<file path="config.mk">
export PLATFORM = sky130hd
export DESIGN_NAME = dma_chan_engine
export DESIGN_NICKNAME = d
export VERILOG_FILES = /design/src/rtl/dma_eng_pkg.sv /design/src/rtl/dma_addr_unit.sv /design/src/rtl/dma_count_unit.sv /design/src/rtl/dma_tc_ctrl.sv /design/src/rtl/dma_chan_engine.sv
export SDC_FILE = /design/constraint.sdc
export NUM_CORES = 1
export LEC_CHECK = 0
export BUFFER_PORTS_ARGS = -buffer_cell sky130_fd_sc_hd__buf_2
export CAP_MARGIN = 20
export CORE_MARGIN = 10
export CORE_UTILIZATION = 53
export CTS_CLUSTER_DIAMETER = 60
export DETAILED_ROUTE_END_ITERATION = 6
export GPL_ROUTABILITY_DRIVEN = 0
export PLACE_DENSITY = 0.86
export SYNTH_ARGS = -nofsm -noshare
export SYNTH_HDL_FRONTEND = slang
export SYNTH_SLANG_ARGS = --single-unit
</file>
<file path="constraint.sdc">
create_clock -name clk -period 2.1 [get_ports clk]
set_input_delay 0.42 -clock clk [delete_from_list [all_inputs] [get_ports clk]]
set_output_delay 0.42 -clock clk [all_outputs]
set_load 0.05 [all_outputs]
</file>
<file path="src/rtl/dma_eng_pkg.sv">
package dma_eng_pkg;
   typedef enum logic {DIR_UP = 1'b0, DIR_DOWN = 1'b1} step_dir_e;

   function automatic int unsigned max_w(input int unsigned a, input int unsigned b);
      return (a > b) ? a : b;
   endfunction
endpackage

</file>
<file path="src/rtl/dma_addr_unit.sv">
module dma_addr_unit
   import dma_eng_pkg::*;
#(
   parameter int unsigned W = 16
) (
   input  logic         clk,
   input  logic         rst_n,
   input  logic         load,
   input  logic [W-1:0] load_val,
   input  logic         reload,
   input  logic         step,
   input  step_dir_e    dir,
   output logic [W-1:0] cur,
   output logic [W-1:0] base
);
   localparam logic [W-1:0] ONE = W'(1);

   always_ff @(posedge clk or negedge rst_n) begin
      if (!rst_n) begin
         base <= '0;
         cur  <= '0;
      end else if (load) begin
         base <= load_val;
         cur  <= load_val;
      end else if (reload) begin
         cur <= base;
      end else if (step) begin
         cur <= (dir == DIR_DOWN) ? cur - ONE : cur + ONE;
      end
   end

   // a load is visible on the working register next cycle
   assert_load_visible_R2: assert property (@(posedge clk) disable iff (!rst_n)
      load |=> cur == $past(load_val));
endmodule

</file>
<file path="src/rtl/dma_count_unit.sv">
module dma_count_unit #(
   parameter int unsigned W = 16
) (
   input  logic         clk,
   input  logic         rst_n,
   input  logic         load,
   input  logic [W-1:0] load_val,
   input  logic         reload,
   input  logic         step,
   output logic         at_zero
);
   localparam logic [W-1:0] ONE = W'(1);

   logic [W-1:0] base_q;
   logic [W-1:0] cur_q;

   always_ff @(posedge clk or negedge rst_n) begin
      if (!rst_n) begin
         base_q <= '0;
         cur_q  <= '0;
      end else if (load) begin
         base_q <= load_val;
         cur_q  <= load_val;
      end else if (reload) begin
         cur_q <= base_q;
      end else if (step) begin
         cur_q <= cur_q - ONE;
      end
   end

   assign at_zero = (cur_q == '0);
endmodule

</file>
<file path="src/rtl/dma_tc_ctrl.sv">
module dma_tc_ctrl #(
   parameter bit AUTO_INIT_EN = 1'b1
) (
   input  logic clk,
   input  logic rst_n,
   input  logic xfer,
   input  logic any_wr,
   input  logic cnt_zero,
   input  logic auto_mode,
   input  logic stat_rd,
   output logic accept,
   output logic tc,
   output logic reload,
   output logic stopped,
   output logic eop,
   output logic tc_status
);
   logic auto_eff;

   generate
      if (AUTO_INIT_EN) begin : g_auto
         assign auto_eff = auto_mode;
      end else begin : g_noauto
         logic unused_auto;
         assign unused_auto = auto_mode;
         assign auto_eff    = 1'b0;
      end
   endgenerate

   assign accept = xfer && !stopped && !any_wr;
   assign tc     = accept && cnt_zero;
   assign reload = tc && auto_eff;

   always_ff @(posedge clk or negedge rst_n) begin
      if (!rst_n) begin
         stopped   <= 1'b1;
         eop       <= 1'b0;
         tc_status <= 1'b0;
      end else begin
         eop       <= tc;
         tc_status <= tc || (tc_status && !stat_rd);
         if (any_wr)
            stopped <= 1'b0;
         else if (tc && !auto_eff)
            stopped <= 1'b1;
      end
   end

   assert_eop_single_R5: assert property (@(posedge clk) disable iff (!rst_n)
      eop |=> !eop);
   assert_eop_follows_R5: assert property (@(posedge clk) disable iff (!rst_n)
      tc |=> eop);
   assert_status_sticky_R6: assert property (@(posedge clk) disable iff (!rst_n)
      tc_status && !stat_rd |=> tc_status);
   assert_tc_needs_strobe_R4: assert property (@(posedge clk) disable iff (!rst_n)
      tc |-> xfer);
endmodule

</file>
<file path="src/rtl/dma_chan_engine.sv">
module dma_chan_engine
   import dma_eng_pkg::*;
#(
   parameter int unsigned ADDR_W       = 16,
   parameter int unsigned CNT_W        = 16,
   parameter bit          AUTO_INIT_EN = 1'b1,
   localparam int unsigned DATA_W      = max_w(ADDR_W, CNT_W)
) (
   input  logic              clk,
   input  logic              rst_n,
   input  logic              prog_addr_wr,
   input  logic              prog_cnt_wr,
   input  logic [DATA_W-1:0] prog_data,
   input  logic              mode_dec,
   input  logic              mode_auto,
   input  logic              xfer,
   input  logic              stat_rd,
   output logic [ADDR_W-1:0] cur_addr,
   output logic              tc,
   output logic              eop,
   output logic              tc_status
);
   generate
      if (ADDR_W < 2 || ADDR_W > 32) begin : g_bad_addr_w
         $error("dma_chan_engine: ADDR_W must lie in 2..32");
      end
      if (CNT_W < 1 || CNT_W > 32) begin : g_bad_cnt_w
         $error("dma_chan_engine: CNT_W must lie in 1..32");
      end
   endgenerate

   logic              accept, reload, stopped, cnt_zero, any_wr;
   logic [ADDR_W-1:0] base_addr;
   step_dir_e         dir;

   assign any_wr = prog_addr_wr || prog_cnt_wr;
   assign dir    = step_dir_e'(mode_dec);

   dma_addr_unit #(.W(ADDR_W)) u_addr (
      .clk, .rst_n,
      .load     (prog_addr_wr),
      .load_val (prog_data[ADDR_W-1:0]),
      .reload   (reload),
      .step     (accept),
      .dir      (dir),
      .cur      (cur_addr),
      .base     (base_addr)
   );

   dma_count_unit #(.W(CNT_W)) u_cnt (
      .clk, .rst_n,
      .load     (prog_cnt_wr),
      .load_val (prog_data[CNT_W-1:0]),
      .reload   (reload),
      .step     (accept),
      .at_zero  (cnt_zero)
   );

   dma_tc_ctrl #(.AUTO_INIT_EN(AUTO_INIT_EN)) u_ctl (
      .clk, .rst_n,
      .xfer, .any_wr,
      .cnt_zero,
      .auto_mode (mode_auto),
      .stat_rd,
      .accept, .tc, .reload, .stopped, .eop, .tc_status
   );

   assert_step_up_R3: assert property (@(posedge clk) disable iff (!rst_n)
      accept && !reload && dir == DIR_UP |=> cur_addr == $past(cur_addr) + ADDR_W'(1));
   assert_step_down_R3: assert property (@(posedge clk) disable iff (!rst_n)
      accept && !reload && dir == DIR_DOWN |=> cur_addr == $past(cur_addr) - ADDR_W'(1));
   assert_idle_frozen_R7: assert property (@(posedge clk) disable iff (!rst_n)
      stopped && !any_wr |=> $stable(cur_addr));
   assert_reload_base_R8: assert property (@(posedge clk) disable iff (!rst_n)
      reload |=> cur_addr == $past(base_addr));
   assert_write_wins_R9: assert property (@(posedge clk) disable iff (!rst_n)
      xfer && any_wr |-> !tc);
endmodule

</file>
* Word-level counts from Yosys, hierarchy flattened *
Index checks and enable logic that the tools add are counted.

operators by class
  add/sub/neg operators = 3
  mux-type cells = 9
  reductions and logical operators = 16

operators by type and width
  cell                     number
  $mux W16                 7
  $sub A16 B1 Y16 const B  2
  $add A16 B1 Y16 const B  1
  $logic_not A16 Y1        1
  $logic_and A1 B1 Y1      6
  $reduce_bool A3 Y1       2
  $logic_not A1 Y1         4
  $logic_or A1 B1 Y1       2
  $mux W1                  2
  $reduce_bool A2 Y1       1

storage, ports and cells
  flip-flop bits (word level) = 67
  bits of input ports = 24
  output and inout bits = 19
  logic and storage cells = 35

* Depth between registers and ports, before layout *
Gate-level depths: netlist (run 1).

  depth in word-level cells = 7
  gate-level depth with buffers = 10
  depth with buffers taken out = 9

* Cells and area by module *
Synthesis (run 1) repeated with hierarchy kept, for this count alone.

second synthesis, totals
  cells, all modules = 473
  area, all modules = 4325.4 um^2

by module, submodules not included
  module           times used  cells each  area each (um^2)  seq. area each (um^2)
  dma_addr_unit    1           268         2348.5            800.8
  dma_count_unit   1           193         1840.5            800.8
  dma_tc_ctrl      1           11          130.1             76.3
  dma_chan_engine  1           1           6.3               0.0

* Least setup slack after synthesis (run 1) *
No wires, ideal clock.

  kind = input port to output port
  start = input port prog_addr_wr
  end = output port tc
  arrival time = 1983 ps
  data required time = 1680 ps
  path slack = -303 ps
  stages on the path = 4
  buffers on the path = 0
  cell sequence = nor4b_2 -> nand3_2 -> or4b_1 -> inv_1

between the ends
  word-level cells in the longest chain between the ends = 4

ends and longest elaborated chain
  what                 RTL line               source
  from (decl)          dma_chan_engine.sv:11  input logic prog_addr_wr,
  $logic_or A1 B1 Y1   dma_chan_engine.sv:36  assign any_wr = prog_addr_wr || prog_cnt_wr;
  $logic_not A1 Y1     dma_tc_ctrl.sv:30      assign accept = xfer && !stopped && !any_wr;
  $logic_and A1 B1 Y1  dma_tc_ctrl.sv:30
  $logic_and A1 B1 Y1  dma_tc_ctrl.sv:31      assign tc = accept && cnt_zero;
  to (decl)            dma_chan_engine.sv:19  output logic tc,

No other way between the ends.

* Worst setup path after layout (run 1) *
  start = register u_cnt.cur_q[12]
  end = output port tc

between the ends
  word-level cells in the longest chain between the ends = 2

ends and longest elaborated chain
  what                    RTL line              source
  from (decl)             dma_count_unit.sv:15  logic [W-1:0] cur_q;
  from (signal assigned)  dma_count_unit.sv:23  cur_q <= load_val;
  from (signal assigned)  dma_count_unit.sv:25  cur_q <= base_q;
  from (signal assigned)  dma_count_unit.sv:27  cur_q <= cur_q - ONE;
  $logic_not A16 Y1       dma_count_unit.sv:31  assign at_zero = (cur_q == '0);
  $logic_and A1 B1 Y1     dma_tc_ctrl.sv:31

No other way between the ends.

==> impl.org, run 1 <==
** Run status
- Run status :: finished, violations left
- Failing checks :: negative hold slack, negative setup slack

** Timing
- Of the available clock period, the critical path in the final layout requires 127%.
- For this run, the top clock speed supported by timing is 374 MHz.
- The final-report hold violation count came to 10.
- Relative max-transition margin :: 64.8%
- Post-layout minimum cycle time :: around 2.7 ns
- Hold slack final :: -0.00677 ns
- Final setup vio count :: 32
- Setup repair after global routing missed its margin :: yes
- Final worst-path setup slack :: -0.576 ns
- Setup total negative slack :: -9.77 ns
- Final Max Tran Viols :: 0
- The clock arrives with 0.00584 ns of skew.
- Slew at the pin closest to its max-slew limit :: 0.528 ns

** Logic synthesis
- Share of the synthesized area in the top cell type :: 42.3%
- Main area contributors after synthesis :: sky130_fd_sc_hd__dfrtp_1 42%, sky130_fd_sc_hd__o21ai_0 6.4%, sky130_fd_sc_hd__a21oi_1 5.1%, sky130_fd_sc_hd__ha_1 5.1%, sky130_fd_sc_hd__mux2_2 4.0%
- The synthesized netlist devotes ~3.6% of its cell area to XOR and XNOR gates.
- Synth Flop Type :: sky130_fd_sc_hd__dfrtp_1
- Of the total synthesized cell area, the portion taken by full adders, half adders and majority gates is 5.64%.
- FFs w/ async S/R, synth :: 100%
- Number of warnings printed during yosys synthesis :: 0
- Avg Inst Size Synth :: 9.11 um^2
- The synthesized design spends more area on one cell type than any other, namely sky130_fd_sc_hd__dfrtp_1.
- Post-synthesis cell type count :: 57
- In the synthesized netlist, mux cells make up under 10% of the area.
- Post-synthesis share of cell area spent on and, or, nand and nor gates :: about 15%
- After technology mapping, the gate count stands at about 430.
- Counting flops and latches in the post-synthesis netlist gives between 60 and 70.
- Area fraction in compound gates after synthesis :: between 20% and 30%
- Post-synth net total :: 470
- Sequential elements use 43.0% of the synthesized area.
- The synthesized netlist occupies a cell area of 3910 um^2.
- After synthesis, the largest family of logic cells by area is compound AO/OA/AOI/OAI gates.
- Post-synth EDFFs :: 0

** Setup path
- The worst setup path is launched from a flip-flop.
- Data on the critical path arrives at its endpoint at 2.26 ns.
- In this design, the stage delay of the slowest critical-path cell is 0.52 ns.
- Data on the critical path is required at its endpoint by 1.68 ns.
- The setup check on the worst reg-to-reg path leaves a slack of -0.47 ns.
- The worst setup path is of the flip-flop to primary output kind.
- Slowest stage cell on the critical path :: sky130_fd_sc_hd__or4b_4
- Category of the worst setup path capture point :: primary output
- The worst register-to-register path begins at u_cnt.cur_q[12].
- Traced cell by cell, the critical path runs through or3_4 -> or3_4 -> or4b_4 -> clkinvlp_4 -> buf_8.
- Along the worst path, the maximum fanout reaches 3.
- The most numerous cell type found on the critical path is sky130_fd_sc_hd__or3_4.
- The number of cells on the worst reg-to-reg path is 11.
- Critical R2R Capture :: u_cnt.cur_q[11]

** Drt
- DRT Pass-1 Iters :: 7
- DRC violation count after routing :: 0
- Detailed Route WL :: 13300 um
- In the routed layout, each cell is associated on average with a via count of just over 6.
- Across all layers, the routed design uses 4008 vias.
- Antenna violation net count after detailed routing :: 0
- Initial detailed-routing violation count :: 348
- Average routed wire per standard cell :: 20.2 um

** Place
- After detailed placement, the design holds a cell count of 625.
- Buffers placed on the I/O ports in this run total 42.
- In this run the cell area measured after placement is around 4800 um^2.
- Detailed-placement wirelength estimate :: between 8000 and 9000 um
- At the placement stage, the worst setup path has a slack of -0.274 ns.

** Clock tree
- Clock tree synthesis inserted a total of 9 buffers.
- TritonCTS clock tree :: done
- In this run the deepest clock path goes through 2 buffers.
- Clock tree synthesis selected as its root buffer the cell sky130_fd_sc_hd__clkbuf_8.
- Clock latency on the worst-skew pair :: about 0.36 ns
- After clock tree synthesis, the clock-pin slew on the worst setup and hold paths is 0.07 ns.
- In this run the number of H-tree levels came out at 3.
- Clock Sinks :: 67

** Finish
- In the layout the commonest cells are 73 x sky130_fd_sc_hd__buf_4, 57 x sky130_fd_sc_hd__dfrtp_1, 41 x sky130_fd_sc_hd__buf_2.
- Synth-to-Final Area Change :: 39.7%
- Total inserted antenna cells :: 0
- The finished cells cover 5460 um^2.
- The filler cells instantiated in the layout total 477.
- Share of the core filled with cells in the final layout :: 75.6%
- Of the cells placed in the final design, the portion with a size suffix greater than 1 is 41.2%.
- Number of cells in the finished layout apart from fillers :: about 660
- The final layout contains roughly 600 nets.
- Most common cell after layout, fill and taps aside :: sky130_fd_sc_hd__buf_4

** Global routing
- The number of antenna violations at the first check in global routing was 0.
- Global-route wire length before repair :: 19700 um
- The number of global-route vias before repair is 4095.
- Total grt overflow :: 0
- Aggregate global-route resource usage :: a little over a fifth
- Entering global routing, the biggest net connects 49 pins.

** Min path
- Worst hold path class :: primary input to async pin

** Pwr
- Worst ir drop on vdd :: between 0.4 and 0.5 mV
- Dividing total power by cell area gives a power density of 743 nW/um^2.
- Power after layout :: roughly 4.1 mW
- Leakage power of the design :: 2.51 nW

** Floorplan
- Count of standard-cell rows :: 31
- Width of the die :: 106 um
- Y dimension of the die :: 106 um
- Die Outline Area :: 11200 um^2
- Effective utilization at floorplan :: 54.1%
- 43 I/O pins were placed.
- The floorplan step defined a core boundary enclosing 7210 um^2.

** Flow run
- Number of maximum-capacitance violations :: 0
==> cells in the mapped netlist (3+ instances only) <==
cell / count
sky130_fd_sc_hd__nand3_1: 3
sky130_fd_sc_hd__nor2_1: 30
sky130_fd_sc_hd__dfrtp_1: 66
sky130_fd_sc_hd__buf_2: 5
sky130_fd_sc_hd__a221o_1: 3
sky130_fd_sc_hd__o21ai_1: 4
sky130_fd_sc_hd__a21oi_1: 40
sky130_fd_sc_hd__xnor2_1: 7
sky130_fd_sc_hd__o22ai_1: 5
sky130_fd_sc_hd__o21ai_0: 50
sky130_fd_sc_hd__nor2b_1: 3
sky130_fd_sc_hd__a22oi_1: 8
sky130_fd_sc_hd__o31ai_1: 9
sky130_fd_sc_hd__mux2_2: 14
sky130_fd_sc_hd__a21o_1: 6
sky130_fd_sc_hd__nor4_1: 4
sky130_fd_sc_hd__inv_1: 33
sky130_fd_sc_hd__or4_4: 3
sky130_fd_sc_hd__xor2_1: 9
sky130_fd_sc_hd__nor3_1: 11
sky130_fd_sc_hd__clkbuf_1: 12
sky130_fd_sc_hd__ha_1: 16
sky130_fd_sc_hd__nand2_1: 41
sky130_fd_sc_hd__a211oi_1: 4
==> cells by family (layout without fill, tap and decap cells) <==
kind of cell,count (synthesis),after routing
muxes,15,15
and+or+nand+nor,114,115
xor gates and xnor gates,16,16
adders and majority gates,17,17
buffers and inverters,54,182
AOI/OAI and AO/OA,146,146
DFF,67,67
==> flip-flops by register name, indices dropped and copies added (netlist names) <==
register         flops
u_cnt.cur_q         16
u_ctl.stopped        1
u_ctl.eop            1
u_addr.base         16
u_ctl.tc_status      1
u_addr.cur          16
u_cnt.base_q        16
==> worst max path at each step <==
stage                    start  to  depth (start not counted)
5_1_grt        u_cnt.cur_q[12]  tc                          5
2_1_floorplan  u_cnt.cur_q[12]  tc                          4
6_report       u_cnt.cur_q[12]  tc                          5
3_5_place_dp   u_cnt.cur_q[12]  tc                          5
3_3_place_gp   u_cnt.cur_q[12]  tc                          5
4_1_cts        u_cnt.cur_q[12]  tc                          5
==> cell type report <==
| type | count | area [um^2] | share of cell area, % |
|---|---|---|---|
| Clock buffer | 11 | 151 | 2.78 |
| Clock inverter | 4 | 50.0 | 0.917 |
| Inverter | 33 | 128 | 2.34 |
| Multi-Input combinational cell | 309 | 2300 | 42.2 |
| Sequential cell | 67 | 1690 | 31.0 |
| Tap cell | 99 | 124 | 2.27 |
| Timing Repair Buffer | 134 | 1010 | 18.5 |
==> power by group <==
| group | switching, mW | internal [mW] |
|---|---|---|
| sequential | 0.114 | 1.43 |
| combinational | 0.827 | 0.579 |
| clock | 0.499 | 0.604 |
| total | 1.44 | 2.61 |
==> repair_timing <==
| action | CTS | global route |
|---|---|---|
| gates cloned | 1 | 0 |
| setup buffers | 9 | 8 |
| resized for setup | 30 | 63 |
| hold buffers | 0 | 0 |
| setup endpoints to repair | 32 | 33 |
| pin swaps | 8 | 26 |
==> metal layers <==
metal / GRT usage, % / routed length [um] / part of all wire (%) / up-vias
li1: - / - / - / 1786
met1: 25.3 / 4990 / 38 / 1945
met2: 36.7 / 6770 / 51 / 219
met3: 5.66 / 1000 / 7.6 / 58
met4: 10.6 / 527 / 4.0 / 0
met5: 0 / 0 / 0 / -
==> worst max-delay path: cells and delay by family, from the launching register on <==
family	cells	cell delay, ns
flip-flops	1	0.40
AND/OR/NAND/NOR	3	1.25
buffers and inverters	2	0.24
Note: power is estimated with default switching activity, not from simulation.
==> run 2: changes to the inputs <==
==> constraint.sdc (replaced) <==
create_clock -name clk -period 2.1 [get_ports clk]
set_input_delay 0.315 -clock clk [delete_from_list [all_inputs] [get_ports clk]]
set_output_delay 0.315 -clock clk [all_outputs]
set_load 0.05 [all_outputs]
==> impl.org, run 2 (synthesis gave the netlist of run 1 again) <==
** Timing
- Setup repair after global routing missed its margin :: yes
- The number of pins exceeding their max-slew limit in the final report was 0.
- Adding up every negative setup slack in the final design gives -8.08 ns.
- Final worst-path setup slack :: -0.476 ns
- Relative max-transition margin :: 66.3%
- Final setup vio count :: 32
- Portion of the clock cycle consumed by the worst path in the final layout :: 123%
- After layout, the minimum clock period comes to 2.58 ns.
- The final-report hold violation count came to 0.
- Hold slack final :: 0.139 ns
- Slew at the pin closest to its max-slew limit :: 0.505 ns
- Setup Skew :: 0.00578 ns
- Maximum frequency from static timing analysis :: 388 MHz

** Finish
- The library cell used most frequently in the layout, excluding fill and tap cells, is sky130_fd_sc_hd__dfrtp_1.
- In the final design database the tool counted between 500 and 600 nets.
- Share of layout cells above drive strength 1 :: about two fifths
- From synthesis to final layout, the design area changed by 36.3%.
- Fill cells in the final layout number 475.
- Post-route design area :: about 5300 um^2
- Leaving out filler cells and counting taps, the final layout contains about 650.
- Commonest non-fill, non-tap cells in the layout :: 59 x sky130_fd_sc_hd__dfrtp_1, 57 x sky130_fd_sc_hd__buf_4, 41 x sky130_fd_sc_hd__buf_2
- Total inserted antenna cells :: 0

** Place
- Worst Setup Slack post-DPL :: -0.231 ns
- Post-Place Cell Area :: 4670 um^2
- Detailed-placement wirelength estimate :: 7490 um
- After detailed placement, the design holds a cell count of 609.
- Number of port buffers :: 42

** Global routing
- Global-route wire length before repair :: between 15000 and 20000 um
- Total grt overflow :: 0
- Across every metal layer, demand over resource in global routing totals a little over a fifth.
- Number of global-route vias before repair :: 3978
- Initial antenna violation count :: 0
- Pin count of the biggest net entering global routing :: 49

** Drt
- For this block, the via count after detailed routing is 3880.
- The routed design has roughly 12000 um of wire.
- DRT Pass-1 Iters :: 7
- Antenna violation net count after detailed routing :: 0
- Initial detailed-routing violation count :: 311
- Using the TritonRoute via totals, the vias-per-cell ratio works out to 6.02.
- For this run, design rule violations remaining after detail routing come to 0.
- Average routed wire per standard cell :: a little under 20 um

** Clock tree
- For this design, the sink count on the clock tree is 67.
- # H-tree levels :: 3
- The longest clock path from root to sink contains 2 buffers.
- TritonCTS built the clock tree.
- The later pin in the worst-skew pair is clocked with a latency of 0.35 ns.
- Clock-pin slew was measured on the worst setup and hold paths at 0.07 ns.
- Number of buffers added by the clock tree synthesis step :: 9
- Cell chosen for the clock root :: sky130_fd_sc_hd__clkbuf_8

** Pwr
- Worst ir drop on vdd :: 0.577 mV
- Dividing total power by cell area gives a power density of 775 nW/um^2.
- Leakage power of the design :: 2.48 nW

** Run status
- The final reports fail on negative setup slack.
- Run status :: finished, violations left

** Setup path
- The largest single stage delay on the critical path is 0.53 ns.
- Along the worst path, the maximum fanout reaches 3.
- Data on the critical path is required at its endpoint by 1.78 ns.
- The worst setup path is captured at a primary output.
- The startpoint identified for the worst register-to-register timing path is u_cnt.cur_q[12].
- Crit path launch :: u_cnt.cur_q[12]
- Critical path start-end classification :: flip-flop to primary output
- Top cell by count, worst path :: sky130_fd_sc_hd__or3_4
- Worst Setup Start Kind :: flip-flop
- Traced cell by cell, the critical path runs through or3_4 -> or3_4 -> or4b_4 -> clkinvlp_4 -> buf_8.
- Arrival time at the worst endpoint :: 2.26 ns
- Slowest stage cell on the critical path :: sky130_fd_sc_hd__or4b_4

** Floorplan
- For this configuration, the core starts out at a cell density of 54.1%.
- Die Outline Area :: 11200 um^2
- The floorplan step set the die height to 106 um.
- The floorplan has 31 rows.
- Number of placed I/O pins :: 43
- Width of the die :: 106 um
- Area of the placeable core :: 7210 um^2

** Min path
- In this run the worst hold path is classified as primary input to flip-flop.
- In this run the most critical hold path is launched from stat_rd.

** Flow run
- The tool flagged a number of max-cap violations equal to 0.
[run 2: path summary, 6_finish.rpt]
path | to | depth (start not counted) | slack (ns)
max | tc | 5 | -0.48
max in group asynchronous | u_addr.cur[7] | 3 | 1.13
max reg2reg | u_addr.cur[8] | 11 | -0.36
min reg2reg | u_addr.base[11] | 1 | 0.52
min in group asynchronous | u_cnt.base_q[13] | 2 | 0.41
min | u_ctl.tc_status | 2 | 0.14
[run 2: area by class of cell]
class / instances / area, um^2 / share of cell area [%]
Clock inverter: 4 / 72.6 / 1.36
Inverter: 33 / 128 / 2.40
Timing Repair Buffer: 122 / 923 / 17.3
Tap cell: 99 / 124 / 2.33
Sequential cell: 67 / 1690 / 31.7
Clock buffer: 12 / 155 / 2.91
Multi-Input combinational cell: 308 / 2230 / 42.0
[run 2: repair_timing]
item | 4_1_cts | 5_1_grt
setup endpoints to repair | 31 | 33
endpoints found under the hold margin | 11 | 0
cloned | 1 | 0
gates resized for setup | 58 | 25
buffers inserted | 10 | 9
pin swaps | 23 | 18
hold buffers | 1 | 0
[run 2: worst max-delay path, delay by kind of cell (launching register included)]
kind,cells,cell delay [ns]
simple gates,3,1.26
flops,1,0.38
buf+inv,2,0.27
[run 2: power by group]
part           switching (mW)  total, mW  internal (mW)  leakage [nW]
clock                   0.504       1.24          0.732         0.113
sequential              0.108       1.54           1.43         0.796
combinational           0.806       1.35          0.548          1.57
total                    1.42       4.13           2.71          2.48
[run 2: routing by layer]
layer | track usage [%] | part of all wire [%] | up-vias
met5 | 0 | 0 | -
met4 | 12.4 | 3.8 | 0
met2 | 35.2 | 51 | 178
met3 | 4.93 | 6.2 | 48
met1 | 24.1 | 39 | 1898
li1 | - | - | 1756
[run 2: through the flow]
stage	util [%]	total power, mW
floorplan	-	2.33
CTS	71.5	4.06
global placement	64.7	2.71
finish	73.8	4.13
global route	73.8	4.30
detailed placement	64.7	2.75
==> run 3: changes to the inputs <==
- HOLD_SLACK_MARGIN: unset -> 0.15
==> impl.org, run 3 (synthesis gave the netlist of run 1 again) <==
** Timing
- Portion of the clock cycle consumed by the worst path in the final layout :: 123%
- Hold slack final :: 0.209 ns
- Setup repair after global routing missed its margin :: yes
- Post-layout minimum cycle time :: between 2 and 3 ns
- Final worst-path setup slack :: -0.482 ns
- At the pin with the least slew margin, the transition time is 0.535 ns.
- For the final routed database, the setup TNS stands at -9.25 ns.
- Final hold viol count :: 0
- Measured against its own limit, the worst slew margin works out to 64.3%.
- Setup Skew :: ~0.0066 ns
- Final Max Tran Viols :: 0
- Final setup vio count :: 33
- Maximum frequency from static timing analysis :: 387 MHz

** Run status
- Failing checks :: negative setup slack
- Run status :: finished, violations left

** Place
- Detailed-placement wirelength estimate :: about 7500 um
- Number of port buffers :: 42
- The placed instances occupy a cell area of 4670 um^2.
- In this run, placement finished with an instance count of about 610.

** Floorplan
- The floorplan step defined a die boundary enclosing around 11000 um^2.
- Count of standard-cell rows :: 31
- Number of placed I/O pins :: 43
- Area of the placeable core :: slightly above 7000 um^2
- Measured along the x axis, the die boundary spans 106 um.
- From bottom edge to top edge, the die measures 106 um.
- Effective utilization at floorplan :: between 50% and 60%

** Setup path
- The worst register-to-register path begins at u_cnt.cur_q[12].
- STA classifies the critical path endpoint as a primary output.
- The critical path starts at u_cnt.cur_q[12].
- Maximum fanout along the worst path :: 3
- Worst Setup Start Kind :: flip-flop
- FF-to-FF setup slack :: -0.44 ns
- Arrival time at the worst endpoint :: 2.27 ns
- The worst setup path is of the flip-flop to primary output kind.
- Traced cell by cell, the critical path runs through or3_4 -> or3_4 -> or4b_4 -> clkinvlp_4 -> buf_8.
- On the worst path, the slowest cell contributes a delay of 0.52 ns.
- Worst R2R Path Depth :: 10
- STA puts the critical path data required time at 1.78 ns.
- For this design, the slowest cell found on the critical path is sky130_fd_sc_hd__or4b_4.
- By instance count, the cell type seen most on the critical path is sky130_fd_sc_hd__or3_4.
- Capturing instance or port of the critical path :: tc
- The worst register-to-register path ends at u_cnt.cur_q[12].

** Clock tree
- Number of buffers added by the clock tree synthesis step :: 9
- Cell chosen for the clock root :: sky130_fd_sc_hd__clkbuf_8
- Reg clk slew, reported paths :: 0.07 ns
- Clock tree synthesis found a total of 67 sinks.
- # H-tree levels :: 3
- In this run the deepest clock path goes through 2 buffers.
- Clock latency on the worst-skew pair :: 0.36 ns
- TritonCTS built the clock tree.

** Flow run
- Number of maximum-capacitance violations :: 0

** Finish
- The top cell types in the final layout, fill and taps aside, are 59 x sky130_fd_sc_hd__dfrtp_1, 57 x sky130_fd_sc_hd__buf_4, 41 x sky130_fd_sc_hd__buf_2.
- Most common cell after layout, fill and taps aside :: sky130_fd_sc_hd__dfrtp_1
- 0 antenna diodes ended up in the layout.
- Net count, final :: 581
- Compared with the post-synthesis result, the final layout area differs by 36.3%.
- Of the cells placed in the final design, the portion with a size suffix greater than 1 is about two fifths.
- After the flow finishes, the layout carries non-filler instances totaling 644.
- Post-route design area :: between 5000 and 6000 um^2

** Global routing
- Total grt overflow :: 0
- Aggregate global-route resource usage :: 21.1%
- Pin count of the biggest net entering global routing :: 49
- Number of global-route vias before repair :: 3967
- The first global-routing pass estimated 19400 um of wire.
- The number of antenna violations at the first check in global routing came to 0.

** Drt
- Average routed wire per standard cell :: 19.5 um
- Across all layers, the routed design uses 3853 vias.
- Vias per inst :: 5.98
- Initial detailed-routing violation count :: 267
- Detailed Route WL :: 12600 um
- Once detail routing completed, the nets flagged for antenna violations numbered 0.
- For this run, design rule violations remaining after detail routing come to 0.
- DRT Pass-1 Iters :: 5

** Pwr
- Worst ir drop on vdd :: 0.560 mV
- The internal portion of the total power is 2.70 mW.
- Share of total power consumed by net switching :: between 30% and 40%
- Part of the total power dissipated in combinational logic :: around 33%
- The share of total power dissipated in the clock network is 30.2%.
- The design draws approximately 4.2 mW.
- The share of total power dissipated in sequential elements is 37.0%.
- Switching component of the power :: 1.45 mW
- Power Dens Cells :: a little under 800 nW/um^2
- Summed over all cells, the static leakage comes to 2.47 nW.

** Min path
- Launch instance of the worst min-delay path :: prog_data[1]
- In this run the worst hold path is classified as primary input to flip-flop.
[run 3: cell count changes in the layout (fill, tap and decap cells not counted), sizes merged]
cell / change
dlygate4sd3: +1
buf: -2
[run 3: layer usage]
layer  vias to the layer above  global-route usage [%]  part of all wire (%)
li1                       1753                       -                     -
met1                      1889                    24.0                    40
met2                       160                    35.8                    50
met3                        51                    4.87                   6.3
met4                         0                    11.6                   4.2
met5                         -                       0                     0
[run 3: worst min path at each step]
stage	slack, ns	cells past startpoint	end
after CTS	0.20	3	u_cnt.cur_q[12]
after global placement	0.24	1	u_cnt.base_q[13]
after detailed placement	0.25	1	u_ctl.tc_status
final	0.21	3	u_cnt.cur_q[1]
after global routing	0.23	3	u_cnt.cur_q[15]
after floorplan	0.02	0	u_addr.base[0]
[run 3: layout make-up]
class                           instances  area (um^2)
Inverter                               33          128
Fill cell                             485         1890
Sequential cell                        67         1690
Clock buffer                           12          155
Multi-Input combinational cell        308         2250
Tap cell                               99          124
Timing Repair Buffer                  121          911
Clock inverter                          4         72.6
[run 3: through the flow]
step                      setup WS (ns)  utilization (%)
after floorplan                 -0.0569                -
after global placement           -0.153             64.7
after detailed placement         -0.231             64.7
after CTS                        -0.448             71.7
after global routing             -0.551             73.8
final                            -0.482             73.8
[run 3: repair_timing]
action,CTS,global route
gates resized for setup,58,26
endpoints found under the setup margin,31,34
pin swaps,23,17
gates cloned,1,0
setup buffers,10,6
hold buffers,2,0
endpoints found under the hold margin,12,0
[run 3: critical path: cells and delay by family (launching register included)]
kind	cells	cell delay (ns)
AND/OR/NAND/NOR	3	1.25
flip-flops	1	0.40
buffers and inverters	2	0.25
[run 3: power by group through the flow]
stage / Sequential [mW] / Clock [mW] / Combinational [mW]
4_1_cts: 1.53 / 1.24 / 1.29
6_report: 1.54 / 1.26 / 1.36
2_1_floorplan: 1.71 / 0 / 0.621
5_1_grt: 1.55 / 1.30 / 1.47
3_5_place_dp: 1.55 / 0 / 1.20
3_3_place_gp: 1.54 / 0 / 1.16
